**src/rtl/dab_pkg.sv**
```systemverilog
package dab_pkg;
  // Bit positions inside an entry word (LSB-0); software depends on these.
  localparam int FLD_RE   = 0;
  localparam int FLD_WE   = 1;
  localparam int FLD_XL   = 2;
  localparam int GRAN_MIN = 3;

  typedef enum logic {
    ACC_LOAD  = 1'b0,
    ACC_STORE = 1'b1
  } acc_kind_e;
endpackage

```
**src/rtl/dab_bp_bank.sv**
```systemverilog
module dab_bp_bank #(
  parameter int ADDR_W = 32,
  parameter int GRAN   = 3,
  parameter int NUM_BP = 2,
  parameter int SEL_W  = 1,
  localparam int CMP_W = ADDR_W - GRAN
) (
  input  logic                         clk,
  input  logic                         rst,
  input  logic                         cfg_we,
  input  logic [SEL_W-1:0]             cfg_sel,
  input  logic [ADDR_W-1:0]            cfg_wdata,
  output logic [NUM_BP-1:0][CMP_W-1:0] ent_addr,
  output logic [NUM_BP-1:0]            ent_re,
  output logic [NUM_BP-1:0]            ent_we,
  output logic [NUM_BP-1:0]            ent_xl
);
  import dab_pkg::*;

  typedef struct packed {
    logic [CMP_W-1:0] addr;
    logic             xl;
    logic             we;
    logic             re;
  } entry_t;

  logic unused_cfg_mid;
  if (GRAN > GRAN_MIN) begin : g_mid
    assign unused_cfg_mid = ^cfg_wdata[GRAN-1:GRAN_MIN];
  end else begin : g_nomid
    assign unused_cfg_mid = 1'b0;
  end

  entry_t wr_word;
  always_comb begin
    wr_word.addr = cfg_wdata[ADDR_W-1:GRAN];
    wr_word.xl   = cfg_wdata[FLD_XL];
    wr_word.we   = cfg_wdata[FLD_WE];
    wr_word.re   = cfg_wdata[FLD_RE];
  end

  for (genvar i = 0; i < NUM_BP; i++) begin : g_ent
    entry_t ent_q;
    logic   sel_me;
    assign sel_me = cfg_we && (cfg_sel == SEL_W'(i));

    always_ff @(posedge clk) begin
      if (rst) begin
        ent_q <= '0;
      end else if (sel_me) begin
        ent_q <= wr_word;
      end
    end

    assign ent_addr[i] = ent_q.addr;
    assign ent_re[i]   = ent_q.re;
    assign ent_we[i]   = ent_q.we;
    assign ent_xl[i]   = ent_q.xl;
  end
endmodule

```
**src/rtl/dab_match.sv**
```systemverilog
module dab_match #(
  parameter int CMP_W = 29
) (
  input  logic             acc_valid,
  input  logic [CMP_W-1:0] acc_dw,
  input  logic             acc_is_store,
  input  logic             acc_xlate,
  input  logic [CMP_W-1:0] ent_addr,
  input  logic             ent_re,
  input  logic             ent_we,
  input  logic             ent_xl,
  output logic             hit
);
  import dab_pkg::*;

  logic addr_eq;
  logic dir_ok;
  logic xl_ok;
  acc_kind_e kind;

  assign kind    = acc_kind_e'(acc_is_store);
  assign addr_eq = (acc_dw == ent_addr);
  assign xl_ok   = (acc_xlate == ent_xl);

  always_comb begin
    unique case (kind)
      ACC_STORE: dir_ok = ent_we;
      default:   dir_ok = ent_re;
    endcase
  end

  assign hit = acc_valid && addr_eq && dir_ok && xl_ok;
endmodule

```
**src/rtl/dab_flag_reg.sv**
```systemverilog
module dab_flag_reg #(
  parameter int NUM_BP = 2
) (
  input  logic              clk,
  input  logic              rst,
  input  logic [NUM_BP-1:0] hit_d,
  output logic              req_q,
  output logic [NUM_BP-1:0] hit_q
);
  always_ff @(posedge clk) begin
    if (rst) begin
      req_q <= 1'b0;
      hit_q <= '0;
    end else begin
      req_q <= |hit_d;
      hit_q <= hit_d;
    end
  end
endmodule

```
**src/rtl/dab_detect.sv**
```systemverilog
module dab_detect #(
  parameter int ADDR_W = 32,
  parameter int GRAN   = 3,
  parameter int NUM_BP = 2,
  localparam int SEL_W = ($clog2(NUM_BP) > 0) ? $clog2(NUM_BP) : 1,
  localparam int CMP_W = ADDR_W - GRAN
) (
  input  logic              clk,
  input  logic              rst,
  input  logic              cfg_we,
  input  logic [SEL_W-1:0]  cfg_sel,
  input  logic [ADDR_W-1:0] cfg_wdata,
  input  logic              acc_valid,
  input  logic [ADDR_W-1:0] acc_addr,
  input  logic              acc_is_store,
  input  logic              acc_xlate,
  output logic              brk_req,
  output logic [NUM_BP-1:0] brk_hit
);
  logic [NUM_BP-1:0][CMP_W-1:0] ent_addr;
  logic [NUM_BP-1:0]            ent_re;
  logic [NUM_BP-1:0]            ent_we;
  logic [NUM_BP-1:0]            ent_xl;
  logic [NUM_BP-1:0]            hit_d;
  logic [CMP_W-1:0]             acc_dw;
  logic                         unused_low;

  assign acc_dw     = acc_addr[ADDR_W-1:GRAN];
  assign unused_low = ^acc_addr[GRAN-1:0];

  dab_bp_bank #(
    .ADDR_W(ADDR_W), .GRAN(GRAN), .NUM_BP(NUM_BP), .SEL_W(SEL_W)
  ) bank_i (
    .clk      (clk),
    .rst      (rst),
    .cfg_we   (cfg_we),
    .cfg_sel  (cfg_sel),
    .cfg_wdata(cfg_wdata),
    .ent_addr (ent_addr),
    .ent_re   (ent_re),
    .ent_we   (ent_we),
    .ent_xl   (ent_xl)
  );

  for (genvar i = 0; i < NUM_BP; i++) begin : g_cmp
    dab_match #(.CMP_W(CMP_W)) match_i (
      .acc_valid   (acc_valid),
      .acc_dw      (acc_dw),
      .acc_is_store(acc_is_store),
      .acc_xlate   (acc_xlate),
      .ent_addr    (ent_addr[i]),
      .ent_re      (ent_re[i]),
      .ent_we      (ent_we[i]),
      .ent_xl      (ent_xl[i]),
      .hit         (hit_d[i])
    );
  end

  dab_flag_reg #(.NUM_BP(NUM_BP)) flags_i (
    .clk  (clk),
    .rst  (rst),
    .hit_d(hit_d),
    .req_q(brk_req),
    .hit_q(brk_hit)
  );
endmodule

```
**config.mk**
```make
export PLATFORM = sky130hd
export DESIGN_NAME = dab_detect
export DESIGN_NICKNAME = d
export VERILOG_FILES = /design/src/rtl/dab_pkg.sv /design/src/rtl/dab_bp_bank.sv /design/src/rtl/dab_match.sv /design/src/rtl/dab_flag_reg.sv /design/src/rtl/dab_detect.sv
export SDC_FILE = /design/constraint.sdc
export NUM_CORES = 1
export LEC_CHECK = 0
export ABC_AREA = 0
export CORE_MARGIN = 2
export CORE_UTILIZATION = 30
export CTS_CLUSTER_SIZE = 8
export DETAILED_ROUTE_END_ITERATION = 6
export GPL_ROUTABILITY_DRIVEN = 0
export PLACE_DENSITY = 0.58
export SLEW_MARGIN = 0
export SYNTH_ARGS = -nofsm -noshare
export SYNTH_HDL_FRONTEND = slang
export SYNTH_SLANG_ARGS = --single-unit
export TNS_END_PERCENT = 10
```
**constraint.sdc**
```tcl
create_clock -name clk -period 1.2 [get_ports clk]
set_clock_uncertainty 0.1 [all_clocks]
set_input_delay 0.24 -clock clk [delete_from_list [all_inputs] [get_ports clk]]
set_output_delay 0.24 -clock clk [all_outputs]
set_load 0.05 [all_outputs]
```
==> results.toml, run 1 <==
[routing]
wl_per_cell_um = 15.5
dr.pass1.iters = 4
drt_iter0_drc = 95
vias = 2727
drtAntennaViolNets = 0
drt-vias-per-instance = 4.65
post-route-drc-count = 0
routed_wl_um = 9070

[final_layout]
layout-drive-gt1-share_pct = 12.8
num_antenna_cells = 0
design_area_um2 = 4280
area_growth_pct = 44.2
final_nets = 519

[timing]
drv_slew = 0
rsz0062_at_grt = "yes"
worst_slack_ns = -0.381
setup_violations = 3
fmax_mhz = 633
period_needed_ns = 1.58
finalHoldViolCount = 0
relSlewSlack_pct = 53.5
period_share_pct = 132
worst_pin_slew_ns = 0.698

[die]
die_y_um = 103
io_pins = 74
die_x_um = 103
row_count = 36
dieArea_um2 = 10700
start_util_pct = 30.6
coreArea_um2 = 9680

[synthesis]
syn-num-nets = 441
avgSynthCellArea_um2 = 8.01
synth_ff_type = "dfxtp_1"
yosysTopAreaCell = "dfxtp_1"
synthSimpleGateAreaFrac_pct = 22.9
yosys_warnings = 0
synth_cell_types = 14
synth-seq-cells = 67
muxShareOfSynthArea_pct = 0.675
synthTopCellsByArea = "dfxtp_1 (45%), nand2_1 (17%), xor2_1 (14%), a21oi_1 (11%), xnor2_1 (4.1%)"
synth_top_area_share_pct = 45.2
synth-xor-area-share_pct = 17.7
synth_top_family_by_area = "simple AND/OR/NAND/NOR gates"
synthArstFlopShare_pct = 0
ys_seq_area_share_pct = 45.2
synth_cells = 370
netlist_top_cells_count = "nand2_1 (131), dfxtp_1 (67), a21oi_1 (64)"
netlist_area_um2 = 2970
yosysMostFrequentCell = "nand2_1"
synth-compound-area-share_pct = 10.8
synth_adder_area_share_pct = 0
synth_edf_count = 0

[placement]
place_hpwl_um = 6010
dpl-instance-area_um2 = 3940
port_buffers = 70

[clock_tree]
clk_pin_slew_ns = 0.07
postCtsSetupBuffers = 0
cts_made_buffers = 9
clock_sinks = 67
cts_max_level = 3
root_buffer = "clkbuf_8"
clockBufferDepth = 2
cts_tree = "yes"
cts_hold_buf = 0
insertion_delay_ns = 0.34

[run_status]
violations = "setup timing"
run_status = "complete, but fails checks"

[setup_path]
cp-start-kind = "input pin"
crit_type = "in -> reg"
cp.arrival_ns = 1.77
critical_path.cell_chain = "clkdlybuf4s50_1, buf_4, xor2_1, nor4_1, nand4_1, nor4_2, or2_1"
critical_path.slowest_cell = "clkdlybuf4s50_1"
cpPeakStageDelay_ns = 0.45
path_max_fanout = 2
critPathRequiredTime_ns = 1.39
critPathCaptureType = "flip-flop"

[pwr]
power.leakage_nw = 1.68
power_mw = 4.93
power_density_nw_per_um2 = 1150
ir_drop_v = 0.000447

[global_routing]
grt_antenna_before_repair = 0
track_usage_pct = 17.1
grt_pass1_vias = 2656
grt_start_max_net_pins = 65
grt_overflow = 0
grt_pass1_wl_um = 13400

[worst_hold_path]
min_path_type = "in -> reg"

[run]
maxCapViolCount = 0
## stage by stage
stage | setup TNS [ns] | setup WS (ns) | instances | utilization, % | hold slack (ns)
floorplan | -0.206 | -0.127 | 370 | - | 0.276
global placement | -23.04 | -0.824 | 567 | 40.7 | 0.348
detailed placement | -23.98 | -0.813 | 567 | 40.7 | 0.351
CTS | -0.873 | -0.355 | 583 | 42.7 | 0.146
global route | -1.12 | -0.439 | 586 | 44.2 | 0.175
finish | -0.916 | -0.381 | 586 | 44.2 | 0.154
## worst paths after layout
check | startpoint | to | slack (ns) | depth (start not counted)
hold / removal | rst | flags_i.hit_q[1]$_SDFF_PP0_ | 0.15 | 4
setup reg to reg | bank_i.ent_addr[15]$_SDFFE_PP0P_ | flags_i.req_q$_SDFF_PP0_ | -0.31 | 6
hold reg to reg | bank_i.ent_we[1]$_SDFFE_PP0P_ | bank_i.ent_we[1]$_SDFFE_PP0P_ | 0.36 | 2
setup / recovery | acc_addr[4] | flags_i.req_q$_SDFF_PP0_ | -0.38 | 7
## kinds of logic after synthesis
family | Yosys count
and+or+nand+nor | 156
DFF | 67
AOI/OAI and AO/OA | 64
xor gates and xnor gates | 60
buffers and inverters | 21
muxes | 2
## placed cells by master, fill, tap and decap left out
master           synthesis  routed
nand2_1                131     131
a21oi_1                 64      64
dfxtp_1                 67      62
clkdlybuf4s50_1          0      57
xor2_1                  46      44
xnor2_1                 14      14
nor4_2                   5      11
clkbuf_8                 0      11
buf_4                    0      11
buf_12                   0       7
nand4_1                  6       6
dfxtp_2                  0       5
dlymetal6s2s_1           0       5
clkinv_2                 0       4
dlygate4sd2_1            0       4
nor4_1                   9       3
clkbuf_16                0       3
mux2i_1                  2       2
xor2_2                   0       2
and2_1                   1       1
nor2b_4                  0       1
nand2b_4                 0       1
nor2b_1                  2       1
or2_1                    1       1
clkinvlp_4               0       1
buf_2                    0       1
## critical path, delay by kind of cell
kind / cells / cell delay, ns
AND/OR/NAND/NOR: 4 / 0.78
XOR/XNOR: 1 / 0.15
buffers and inverters: 2 / 0.60
## cell type report
class	instances	area, um2
Timing Repair Buffer	88	971
Multi-Input combinational cell	282	1610
Fill cell	976	5410
Tap cell	133	166
Clock buffer	11	151
Clock inverter	5	27.5
Sequential cell	67	1350
## report_power, final
group	switching [mW]	internal (mW)	total (mW)	leakage (nW)
Combinational	0.421	0.426	0.847	1.04
Sequential	0.0618	2.32	2.38	0.550
Clock	0.852	0.847	1.70	0.0949
## registers in the layout, summed over array words and instances, names as in the netlist
register,flops
bank_i.ent_addr,58
flags_i.req_q,1
bank_i.ent_xl,2
bank_i.ent_re,2
bank_i.ent_we,2
flags_i.hit_q,2
## per-layer routing
layer	vias up	track usage [%]	part of all wire, %
met4	0	8.00	2.2
met2	71	26.9	46
met1	1283	22.8	46
li1	1357	-	-
met5	-	0	0
met3	16	2.96	5.4
## timing repair
item,in CTS,in global routing
gates resized for setup,9,16
gates cloned,0,3
endpoints found under the setup margin,7,68
pin swaps,3,2
No activity file was read; power rests on OpenSTA's default activity.
==> run 2, diff against run 1 <==
ABC_AREA = 1   (was 0)
PLACE_DENSITY = 0.55   (was 0.58)
RECOVER_POWER = 25   (was default)
clock period = 1.48 ns   (was 1.2 ns; I/O delays follow)
==> results.toml, run 2 <==
[synthesis]
synth-seq-cells = 67
yosys_warnings = 0
netlist_top_cells_count = "nand2_1 (153), inv_1 (95), nor2_1 (68)"
synth_edf_count = 0
yosysMostFrequentCell = "nand2_1"
synthTopCellsByArea = "dfxtp_1 (39%), nand2_1 (17%), inv_1 (10%), o21ai_0 (7.8%), nor2_1 (7.5%)"
synth_ff_type = "dfxtp_1"
synth_top_area_share_pct = 39.4
netlist_area_um2 = 3410
synth_cells = 537
syn-num-nets = 608
synth_cell_types = 18
ys_seq_area_share_pct = 39.4
yosysTopAreaCell = "dfxtp_1"
avgSynthCellArea_um2 = 6.34
synthArstFlopShare_pct = 0

[global_routing]
grt_antenna_before_repair = 0
grt_pass1_wl_um = 15500
grt_pass1_vias = 3241
grt_start_max_net_pins = 37
track_usage_pct = 15.9
grt_overflow = 0

[pwr]
seq_power_share_pct = 42.5
power_density_nw_per_um2 = 1030
clkPwrFrac_pct = 40.5
swShare_pct = 26.6
p_int_mw = 3.41
power.leakage_nw = 2.11
combinationalPowerShare_pct = 16.9
ir_drop_v = 0.000427
power.switching_mw = 1.24

[final_layout]
layout-drive-gt1-share_pct = 5.05
final_common_cell = "nand2_1"
multi_input_area_um2 = 1590
utilization_pct = 41.3
largest_reg_flops = 58
num_antenna_cells = 0
area_growth_pct = 33.0
seqCellArea_um2 = 1340
final_cell_mix = "nand2_1 (153), inv_1 (95), nor2_1 (68), dfxtp_1 (67), clkdlybuf4s50_1 (64)"
final_nets = 680
nFillCells = 1170

[timing]
fin_hold_ws_ns = 0.350
period_needed_ns = 1.35
fmax_mhz = 739
relSlewSlack_pct = 65.5
drv_slew = 0
worst_slack_ns = 0.126
setup_violations = 0
period_share_pct = 91.5
rsz0062_at_grt = "yes"
worst_pin_slew_ns = 0.517
finalSetupTns_ns = 0
finalHoldViolCount = 0

[placement]
place_hpwl_um = 7190
port_buffers = 70
dp_slack_ns = -0.226

[setup_path]
critPathCaptureType = "flip-flop"
endpoint = "bank_i.ent_addr[50]$_SDFFE_PP0P_"
cp.arrival_ns = 1.51
path_max_fanout = 13
r2r_start = "bank_i.ent_addr[47]$_SDFFE_PP0P_"
cp-start-kind = "input pin"
ff2ff_path_depth = 9
regToRegSetupSlack_ns = 0.23
worst_setup_path_startpoint = "cfg_sel"
crit_type = "in -> reg"
rr_endpoint = "flags_i.req_q$_SDFF_PP0_"
critPathRequiredTime_ns = 1.64

[clock_tree]
clock_sinks = 67
clockBufferDepth = 2
postCtsSetupBuffers = 0
cts_max_level = 3
root_buffer = "clkbuf_16"
insertion_delay_ns = 0.33
cts_tree = "yes"
clk_pin_slew_ns = 0.05
cts_made_buffers = 9

[routing]
post-route-drc-count = 0
wl_per_cell_um = 12.3
dr.pass1.iters = 4
drtAntennaViolNets = 0
drt_iter0_drc = 147
vias = 3261
routed_wl_um = 9310
drt-vias-per-instance = 4.32

[run_status]
run_status = "finished, final reports clean"

[run]
maxCapViolCount = 0

[die]
coreArea_um2 = 11000
die_y_um = 111
io_pins = 74
start_util_pct = 31.0
die_x_um = 111
dieArea_um2 = 12200
row_count = 38

[worst_hold_path]
min_path_type = "reg -> reg"
run 2: cell count changes after synthesis, sizes merged, moves of 2 or more:
cell / before / now
nor2b: 2 / 0
o21ai: 0 / 65
mux2i: 2 / 0
nand4: 6 / 2
nor4: 14 / 0
inv: 0 / 96
xnor2: 14 / 20
a21oi: 64 / 43
clkbuf: 21 / 10
xor2: 46 / 0
nor2: 0 / 69
nand2: 131 / 153
buf: 0 / 9
run 2: how the worst min path moves through the flow:
stage,start,to,slack [ns],cells after the start
5_1_grt,bank_i.ent_we[1]$_SDFFE_PP0P_,bank_i.ent_we[1]$_SDFFE_PP0P_,0.38,2
2_1_floorplan,bank_i.ent_we[0]$_SDFFE_PP0P_,bank_i.ent_we[0]$_SDFFE_PP0P_,0.33,2
4_1_cts,bank_i.ent_we[1]$_SDFFE_PP0P_,bank_i.ent_we[1]$_SDFFE_PP0P_,0.35,2
3_3_place_gp,bank_i.ent_we[1]$_SDFFE_PP0P_,bank_i.ent_we[1]$_SDFFE_PP0P_,0.34,2
6_report,bank_i.ent_we[1]$_SDFFE_PP0P_,bank_i.ent_we[1]$_SDFFE_PP0P_,0.35,2
3_5_place_dp,bank_i.ent_we[1]$_SDFFE_PP0P_,bank_i.ent_we[1]$_SDFFE_PP0P_,0.34,2
run 2: final cells by class:
type | instances | share of cell area, %
flip-flops and latches | 67 | 29.6
repair buffers | 80 | 17.8
clock buffers | 10 | 5.05
well taps | 140 | 3.87
clock inverters | 6 | 0.718
multi-input cells | 355 | 35.0
inverters | 96 | 7.95
run 2: power groups by stage:
stage	clock [mW]	combinational (mW)	sequential, mW
after floorplan	0	0.440	2.01
after global placement	0	0.786	2.01
after detailed placement	0	0.792	2.02
after CTS	1.93	0.797	1.98
after global routing	2.01	0.901	1.99
final	1.89	0.788	1.98
run 2: through the flow:
step	cells	total power, mW	cell area [um2]
2_1_floorplan	537	2.45	3410
3_3_place_gp	738	2.80	4310
3_5_place_dp	738	2.81	4310
4_1_cts	754	4.71	4570
5_1_grt	754	4.90	4530
6_report	754	4.65	4530
run 2: cell families (layout without fill, tap and decap cells):
group,count (synthesis),after routing,share of synthesized area [%]
xor+xnor,20,20,5.14
compound gates,108,108,15.9
flops,67,67,39.4
simple gates,227,227,25.6
buf+inv,115,192,14.1
run 2: worst max-delay path, stage by stage:
cell and delay, ns:
clkdlybuf4s50_1 0.47, nand2_1 0.12, inv_1 0.42, nor2_1 0.08, nor2_1 0.12
run 2: routing by layer:
metal  vias to the layer above  global-route usage, %  routed length [um]
met5                         -                      0                   0
met4                         0                   3.92                  87
met3                         7                   3.79                 383
met2                        54                   26.3                4280
met1                      1435                   21.1                4550
li1                       1765                      -                   -
run 2: repair_timing:
item / 4_1_cts / 5_1_grt
resized for setup: 0 / 3
hold buffers: 0 / 0
hold endpoints to repair: 0 / 0
endpoints found under the setup margin: 0 / 3
==> run 3, diff against run 2 <==
GPL_ROUTABILITY_DRIVEN = default   (was 0)
REMOVE_ABC_BUFFERS = 1   (was default)
==> results.toml, run 3 (synthesized netlist as in run 2, its figures left out) <==
[run_status]
run_status = "finished, final reports clean"

[die]
start_util_pct = 31.0
coreArea_um2 = 11000
row_count = 38
dieArea_um2 = 12200
die_x_um = 111
die_y_um = 111
io_pins = 74

[clock_tree]
postCtsSetupBuffers = 0
clock_sinks = 67
insertion_delay_ns = 0.33
clk_pin_slew_ns = 0.06
cts_made_buffers = 9
clockBufferDepth = 2
cts_max_level = 3
root_buffer = "clkbuf_16"
cts_tree = "yes"

[pwr]
power_mw = 4.77
power.leakage_nw = 2.12
power_density_nw_per_um2 = 1040
ir_drop_v = 0.000537

[placement]
dp_slack_ns = -0.225
port_buffers = 70
place_hpwl_um = 7020
dpl-instance-area_um2 = 4340
gp_congestion = 0.817

[routing]
wl_met2_um = 4010
met3_length_um = 381
drtAntennaViolNets = 0
wl_met1_um = 4470
highest_layer = "met4"
vias = 3259
drt-vias-per-instance = 4.31
routed_wl_um = 9080
dr.pass1.iters = 4
wl_per_cell_um = 12.0
post-route-drc-count = 0
drt_iter0_drc = 151

[timing]
fin_hold_ws_ns = 0.356
rsz0062_at_grt = "no"
finalSetupTns_ns = 0
finalHoldViolCount = 0
setup_violations = 0
worst_slack_ns = 0.131
fmax_mhz = 742
drv_slew = 0
period_share_pct = 91.1
period_needed_ns = 1.35
relSlewSlack_pct = 74.4
worst_pin_slew_ns = 0.384

[final_layout]
design_area_um2 = 4580
area_growth_pct = 34.4
num_antenna_cells = 0
nFillCells = 1153
final_common_cell = "nand2_1"
final_nets = 683
layout-drive-gt1-share_pct = 5.83
final_cell_mix = "nand2_1 (153), inv_1 (95), dfxtp_1 (67), nor2_1 (66), clkdlybuf4s50_1 (65)"
largest_reg_flops = 58

[global_routing]
grt_pass1_wl_um = 15000
grt_antenna_before_repair = 0
grt_start_max_net_pins = 43
track_usage_pct = 15.4
grt_pass1_vias = 3136
grt_overflow = 0

[run]
maxCapViolCount = 0

[setup_path]
cp.arrival_ns = 0.95
critical_path.slowest_cell = "dfxtp_1"
cp-start-kind = "flip-flop"
crit_type = "reg -> out"
critPathRequiredTime_ns = 1.08
critPathCaptureType = "output pin"
cpLargestDelayFamily = "flip-flops"
path_max_fanout = 1
cpPeakStageDelay_ns = 0.34
cp_num_buf_inv = 1
critical_path.cell_chain = "clkbuf_2"

[worst_hold_path]
min_path_type = "reg -> reg"
## run 3: changes by cell type in the layout (fill, tap and decap cells not counted), sizes merged
cell | before | now
clkdlybuf4s50 | 64 | 65
clkbuf | 13 | 15
dlymetal6s2s | 3 | 2
clkinv | 5 | 3
buf | 10 | 11
clkinvlp | 1 | 3
## run 3: what timing repair did
item / in CTS / in global routing
resized for setup: 0 / 4
setup endpoints to repair: 0 / 2
hold buffers: 0 / 0
## run 3: cell type report
| type | count | area (um2) | share of cell area [%] |
|---|---|---|---|
| well taps | 140 | 175 | 3.82 |
| flip-flops and latches | 67 | 1340 | 29.3 |
| clock inverters | 6 | 41.3 | 0.901 |
| multi-input cells | 355 | 1590 | 34.7 |
| repair buffers | 83 | 832 | 18.2 |
| clock buffers | 10 | 239 | 5.22 |
| inverters | 96 | 360 | 7.87 |
## run 3: tightest hold or removal path, delay by kind of cell, from the launching register on
kind	cells	cell delay (ns)
DFF	1	0.30
buffers and inverters	1	0.06
AOI/OAI and AO/OA	1	0.06
## run 3: layer usage
layer,global-route usage [%],up-vias
met5,0,-
met4,6.25,0
met3,2.85,15
met2,24.7,69
met1,20.5,1404
li1,-,1771
## run 3: report_power, final
group          leakage (nW)  internal (mW)  total (mW)  switching, mW
sequential            0.553           1.92        1.98         0.0570
combinational          1.44          0.383       0.789          0.406
clock                 0.130           1.17        2.00          0.826
total                  2.12           3.48        4.77           1.29
## run 3: final timing paths
| path | start | endpoint | slack [ns] | depth (start not counted) |
|---|---|---|---|---|
| worst max-delay path | flags_i.req_q$_SDFF_PP0_ | brk_req | 0.13 | 1 |
| worst min-delay path | bank_i.ent_re[1]$_SDFFE_PP0P_ | bank_i.ent_re[1]$_SDFFE_PP0P_ | 0.36 | 2 |
| worst max register to register | bank_i.ent_addr[47]$_SDFFE_PP0P_ | flags_i.req_q$_SDFF_PP0_ | 0.27 | 9 |
| worst min register to register | bank_i.ent_re[1]$_SDFFE_PP0P_ | bank_i.ent_re[1]$_SDFFE_PP0P_ | 0.36 | 2 |
## run 3: per-stage QoR
stage / instances / utilization, %
after floorplan: 518 / -
after global placement: 741 / 39.5
after detailed placement: 741 / 39.5
after CTS: 757 / 42.1
after global routing: 757 / 41.7
final: 757 / 41.7
